### config.mk
export PLATFORM = sky130hd
export DESIGN_NAME = pport_cmd_seq
export DESIGN_NICKNAME = d
export VERILOG_FILES = /design/src/rtl/pport_pkg.sv /design/src/rtl/pport_erase_timer.sv /design/src/rtl/pport_ctrl.sv /design/src/rtl/pport_dpath.sv /design/src/rtl/pport_cmd_seq.sv
export SDC_FILE = /design/constraint.sdc
export NUM_CORES = 1
export LEC_CHECK = 0
export BUFFER_PORTS_ARGS = -buffer_cell sky130_fd_sc_hd__buf_2
export CORE_ASPECT_RATIO = 2
export CORE_MARGIN = 2
export CORE_UTILIZATION = 58
export CTS_CLUSTER_DIAMETER = 100
export DETAILED_ROUTE_END_ITERATION = 8
export GPL_ROUTABILITY_DRIVEN = 0
export PLACE_DENSITY = 0.8
export SETUP_SLACK_MARGIN = 0.1
export SLEW_MARGIN = 20
export SYNTH_ARGS = -nofsm -noshare
export SYNTH_HDL_FRONTEND = slang
export SYNTH_HIERARCHICAL = 1
export SYNTH_SLANG_ARGS = --single-unit
### constraint.sdc
create_clock -name clk -period 4.65 [get_ports clk]
set_input_delay 0.93 -clock clk [delete_from_list [all_inputs] [get_ports clk]]
set_output_delay 0.93 -clock clk [all_outputs]
set_load 0.02 [all_outputs]
### src/rtl/pport_pkg.sv
package pport_pkg;
  localparam logic [3:0] MODE_CMD   = 4'h1;
  localparam logic [3:0] MODE_ADDRL = 4'h2;
  localparam logic [3:0] MODE_ADDRH = 4'h3;
  localparam logic [3:0] MODE_DATA  = 4'h4;

  localparam logic [15:0] CODE_WRITE = 16'h00A1;
  localparam logic [15:0] CODE_LOCK  = 16'h00C5;

  typedef enum logic [1:0] {
    SEQ_IDLE  = 2'd0,
    SEQ_WRITE = 2'd1,
    SEQ_LOCK  = 2'd2
  } seqState_t;

  typedef struct packed {
    logic loadLow;
    logic loadHigh;
    logic writeWord;
  } dpStrobe_t;
endpackage

### src/rtl/pport_erase_timer.sv
module pport_erase_timer #(
  parameter int unsigned ERASE_CYCLES = 11_000_000
) (
  input  logic clk,
  input  logic rstN,
  input  logic eraseIn,
  output logic fire,
  output logic wipe
);
  localparam int unsigned CNT_W = $clog2(ERASE_CYCLES + 2);
  localparam logic [CNT_W-1:0] LIMIT = CNT_W'(ERASE_CYCLES);

  logic [CNT_W-1:0] holdCnt;

  assign fire = eraseIn && (holdCnt == LIMIT);

  always_ff @(posedge clk or negedge rstN) begin
    if (!rstN) begin
      holdCnt <= '0;
      wipe    <= 1'b0;
    end else begin
      wipe <= fire;
      if (!eraseIn)
        holdCnt <= '0;
      else if (holdCnt <= LIMIT)
        holdCnt <= holdCnt + 1'b1;
    end
  end
endmodule

### src/rtl/pport_ctrl.sv
module pport_ctrl
  import pport_pkg::*;
(
  input  logic        clk,
  input  logic        rstN,
  input  logic        reqIn,
  input  logic [3:0]  modeIn,
  input  logic [15:0] dataIn,
  input  logic        eraseFire,
  output logic        ackOut,
  output logic        lockOut,
  output logic        errOut,
  output dpStrobe_t   strobe
);
  seqState_t state;
  logic reqPrev;
  logic lowSeen;
  logic addrReady;
  logic reqRise;
  logic accept;

  assign reqRise = reqIn && !reqPrev;
  assign accept  = reqRise && !lockOut && !eraseFire;

  always_comb begin
    strobe = '0;
    if (accept && state == SEQ_WRITE) begin
      strobe.loadLow   = (modeIn == MODE_ADDRL);
      strobe.loadHigh  = (modeIn == MODE_ADDRH) && lowSeen;
      strobe.writeWord = (modeIn == MODE_DATA) && addrReady;
    end
  end

  always_ff @(posedge clk or negedge rstN) begin
    if (!rstN) begin
      reqPrev   <= 1'b0;
      ackOut    <= 1'b0;
      lockOut   <= 1'b0;
      errOut    <= 1'b0;
      lowSeen   <= 1'b0;
      addrReady <= 1'b0;
      state     <= SEQ_IDLE;
    end else begin
      reqPrev <= reqIn;
      if (accept)
        ackOut <= 1'b1;
      else if (!reqIn)
        ackOut <= 1'b0;

      if (eraseFire) begin
        lockOut   <= 1'b0;
        errOut    <= 1'b0;
        lowSeen   <= 1'b0;
        addrReady <= 1'b0;
        state     <= SEQ_IDLE;
      end else if (accept) begin
        if (modeIn == MODE_CMD) begin
          errOut    <= 1'b0;
          lowSeen   <= 1'b0;
          addrReady <= 1'b0;
          if (dataIn == CODE_WRITE)
            state <= SEQ_WRITE;
          else if (dataIn == CODE_LOCK)
            state <= SEQ_LOCK;
          else
            state <= SEQ_IDLE;
        end else begin
          case (state)
            SEQ_WRITE: begin
              if (strobe.loadLow) begin
                lowSeen   <= 1'b1;
                addrReady <= 1'b0;
              end
              if (strobe.loadHigh) begin
                lowSeen   <= 1'b0;
                addrReady <= 1'b1;
              end
              if (modeIn == MODE_DATA && !addrReady)
                errOut <= 1'b1;
            end
            SEQ_LOCK: begin
              if (modeIn == MODE_DATA) begin
                state <= SEQ_IDLE;
                if (dataIn == 16'h0000)
                  lockOut <= 1'b1;
              end
            end
            default: ;
          endcase
        end
      end
    end
  end
endmodule

### src/rtl/pport_dpath.sv
module pport_dpath
  import pport_pkg::*;
#(
  parameter int unsigned ADDR_W = 24
) (
  input  logic              clk,
  input  logic              rstN,
  input  dpStrobe_t         strobe,
  input  logic [15:0]       dataIn,
  output logic              memWrEn,
  output logic [ADDR_W-1:0] memAddr,
  output logic [15:0]       memData
);
  localparam int unsigned HI_W = ADDR_W - 16;

  logic [15:0]       lowReg;
  logic [ADDR_W-1:0] curAddr;

  always_ff @(posedge clk or negedge rstN) begin
    if (!rstN) begin
      lowReg  <= '0;
      curAddr <= '0;
      memWrEn <= 1'b0;
      memAddr <= '0;
      memData <= '0;
    end else begin
      memWrEn <= strobe.writeWord;
      if (strobe.loadLow)
        lowReg <= dataIn;
      if (strobe.loadHigh)
        curAddr <= {dataIn[HI_W-1:0], lowReg};
      else if (strobe.writeWord)
        curAddr <= curAddr + 1'b1;
      if (strobe.writeWord) begin
        memAddr <= curAddr;
        memData <= dataIn;
      end
    end
  end
endmodule

### src/rtl/pport_cmd_seq.sv
module pport_cmd_seq
  import pport_pkg::*;
#(
  parameter int unsigned ADDR_W       = 24,
  parameter int unsigned ERASE_CYCLES = 11_000_000
) (
  input  logic              clk,
  input  logic              rstN,
  input  logic              reqIn,
  input  logic [3:0]        modeIn,
  input  logic [15:0]       dataIn,
  input  logic              eraseIn,
  output logic              ackOut,
  output logic              memWrEn,
  output logic [ADDR_W-1:0] memAddr,
  output logic [15:0]       memData,
  output logic              memWipe,
  output logic              lockOut,
  output logic              errOut
);
  dpStrobe_t strobe;
  logic eraseFire;

  pport_erase_timer #(.ERASE_CYCLES(ERASE_CYCLES)) u_erase (
    .clk(clk), .rstN(rstN), .eraseIn(eraseIn),
    .fire(eraseFire), .wipe(memWipe)
  );

  pport_ctrl u_ctrl (
    .clk(clk), .rstN(rstN), .reqIn(reqIn), .modeIn(modeIn),
    .dataIn(dataIn), .eraseFire(eraseFire), .ackOut(ackOut),
    .lockOut(lockOut), .errOut(errOut), .strobe(strobe)
  );

  pport_dpath #(.ADDR_W(ADDR_W)) u_dpath (
    .clk(clk), .rstN(rstN), .strobe(strobe), .dataIn(dataIn),
    .memWrEn(memWrEn), .memAddr(memAddr), .memData(memData)
  );
endmodule

==> results.json <==
{
  "fin_crit_sh": 0.843,
  "rows": 49,
  "worst_setup_path_end_kind": "flop",
  "tightest_slew_ps": 900,
  "setup_violations": 0,
  "finish.utilization": 0.705,
  "cts_tree": "done",
  "cts_hold_buf": 0,
  "worstSkewPairLatency_ps": 410,
  "grt_pass1_vias": 4418,
  "fmax_mhz": 255,
  "synth-seq-area-share": 0.529,
  "p_leak_nw": 3.01,
  "grt_max_degree": 70,
  "synthTopCellsByArea": "dfrtp_1 53%, mux2_2 12%, nand2_1 3.1%",
  "powerDensity_nw_per_um2": 356,
  "layout_common_cells": "114 x dfrtp_1, 67 x buf_2, 58 x mux2_2, 45 x nand2_1, 26 x o21ai_0",
  "overflow": 0,
  "drt_first_pass_iters": 5,
  "clock_sinks": 114,
  "skew_ps": 9.83,
  "fin_nets": 581,
  "syn-cell-area_um2": 5390,
  "num_io_pins": 69,
  "cts-resized-gates": 0,
  "peakVddDrop_mv": 0.276,
  "syn_inst": 482,
  "drtAntennaViolNets": 0,
  "grt_pass1_wl_um": 21200,
  "cts_setup_buffers": 0,
  "die_area_um2": 10100,
  "dp_hpwl_um": 9190,
  "ys_warn_count": 6,
  "initial_utilization": 0.598,
  "setup_ws_ps": 731,
  "fp.dieH_um": 140,
  "fillers": 651,
  "vias": 4199,
  "synth_edf_count": 0,
  "hold_viol_final": 0,
  "whs_path_depth": 2,
  "startpoint_type": "flop",
  "die_w_um": 72.2,
  "wirelength_um": 12900,
  "design.core.area_um2": 9010,
  "yosysTopAreaCellShare": 0.529,
  "async_flop_share": 1.00,
  "synth.ff_latch_count": 114,
  "drc": 0,
  "worstPathMaxFanout": 13,
  "cts.path.max_buffers": 2,
  "clk_pin_slew_ps": 50,
  "track_usage": 0.274,
  "fin_crit_ps": 3920,
  "slew_viol_final": 0,
  "drt_iter0_drc": 384,
  "cts-buffers-inserted": 17,
  "wl_per_cell_um": 19.2,
  "avgSynthCellArea_um2": 11.2,
  "post_drt_via_cell_ratio": 6.27,
  "cp.required_ps": 4970,
  "worst_hold_slack_ps": 483,
  "cts.htree.levels": 4,
  "run_status": "finished, final reports clean",
  "crit_type": "flop to flop",
  "dpl_worst_slack_ps": 750,
  "drive_gt1_frac": 0.295,
  "synth_flop_cell": "dfrtp_1",
  "final_common_cell": "dfrtp_1",
  "root_buffer": "clkbuf_16",
  "hold_path.class": "flop to flop",
  "rsz0062_at_grt": "no",
  "area_growth_pct": 18.0,
  "syn_nets": 509,
  "synth_top_area_cell": "dfrtp_1",
  "relSlewSlack": 0.394,
  "crit_arrival_ps": 4240,
  "numPortBuffers": 68,
  "antenna_found_initial": 1,
  "reg2regPathDepth": 11,
  "tns_ps": 0,
  "cap_viol_max_count": 0,
  "synth_cell_types": 59
}
==> per-layer routing <==
layer	part of all wire	GRT usage	vias to the layer above	wire (um)
met3	0.050	0.0835	38	648
met5	0	0	-	0
met4	0.034	0.141	0	433
met2	0.57	0.487	133	7280
li1	-	-	1928	-
met1	0.35	0.279	2100	4510
==> power by group <==
part / leakage (nW) / switching (mW) / total, mW / internal (mW)
clock: 0.275 / 0.415 / 1.20 / 0.786
combinational: 1.16 / 0.0440 / 0.0603 / 0.0163
sequential: 1.58 / 0.00421 / 1.00 / 0.997
==> worst max-delay path: stages (launching register included) <==
cell and delay, ps:
dfrtp_1 400, inv_1 90, ha_1 200, nor3b_1 130
and4b_1 270, and3_1 260, nor4b_2 370, and4_2 520
nand4_1 310, or4_1 610, or4_1 450, a31oi_1 200
==> cells in the mapped netlist (3+ instances only) <==
master    number
mux2_2        58
xor2_1         5
and4_1         5
clkbuf_1       9
or3_1         15
nor2b_1        3
or4_1         13
dfrtp_1      114
xnor2_1        9
o21ai_1        4
inv_1         16
nand4_1        8
o21a_1         3
nand2_1       45
nor4_1        12
nand3b_1       3
o21ai_0       26
nor2_1        16
nand3_1       16
o31ai_1       10
o211ai_1       3
buf_1          4
a21oi_1       16
a31oi_1        8
mux2i_1        3
nor3_1         7
and3_1         7
nor4b_1        3
ha_1           3
buf_2          3
==> state kept, by name, summed over array words and instances (netlist names) <==
name and count:
u_dpath/memAddr 24, u_ctrl/errOut 1, u_dpath/memWrEn 1, u_dpath/curAddr 24
u_ctrl/reqPrev 1, u_ctrl/state 2, u_dpath/memData 16, u_ctrl/lockOut 1
u_ctrl/lowSeen 1, u_dpath/lowReg 16, u_ctrl/ackOut 1, u_ctrl/addrReady 1
u_erase/holdCnt 24, u_erase/wipe 1
==> cell families after synthesis <==
group | count (synthesis) | share of synthesized area
muxes | 61 | 0.127
and+or+nand+nor | 173 | 0.191
adders and majority gates | 3 | 0.00697
xor gates and xnor gates | 14 | 0.0228
DFF | 114 | 0.529
AOI/OAI and AO/OA | 81 | 0.0943
buffers and inverters | 36 | 0.0288
==> cell type report <==
type	count	area, um2	share of cell area
clock buffer	27	503	0.0791
antenna	1	2.50	0.000394
multi-input combinational	332	2380	0.375
sequential	114	2850	0.449
tap	102	128	0.0201
clock inverter	5	50.0	0.00787
inverter	17	63.8	0.0100
timing repair buffer	72	377	0.0592
==> worst paths after layout <==
check | startpoint | end | slack, ps
worst max-delay path | u_erase/holdCnt[0] | u_dpath/curAddr[17] | 730
worst min-delay path | u_dpath/lowReg[9] | u_dpath/curAddr[9] | 480
worst max register to register | u_erase/holdCnt[0] | u_dpath/curAddr[17] | 730
worst min register to register | u_dpath/lowReg[9] | u_dpath/curAddr[9] | 480
max in group asynchronous | rstN | u_ctrl/reqPrev | 3350
min in group asynchronous | rstN | u_dpath/curAddr[10] | 600
==> through the flow <==
step | std cells | power, mW | instance area [um2]
after floorplan | 482 | 1.03 | 5390
after global placement | 636 | 1.08 | 5790
after detailed placement | 636 | 1.08 | 5790
after CTS | 668 | 2.28 | 6340
after global routing | 670 | 2.33 | 6360
final | 670 | 2.26 | 6360
Note: power is estimated with default switching activity, not from simulation.
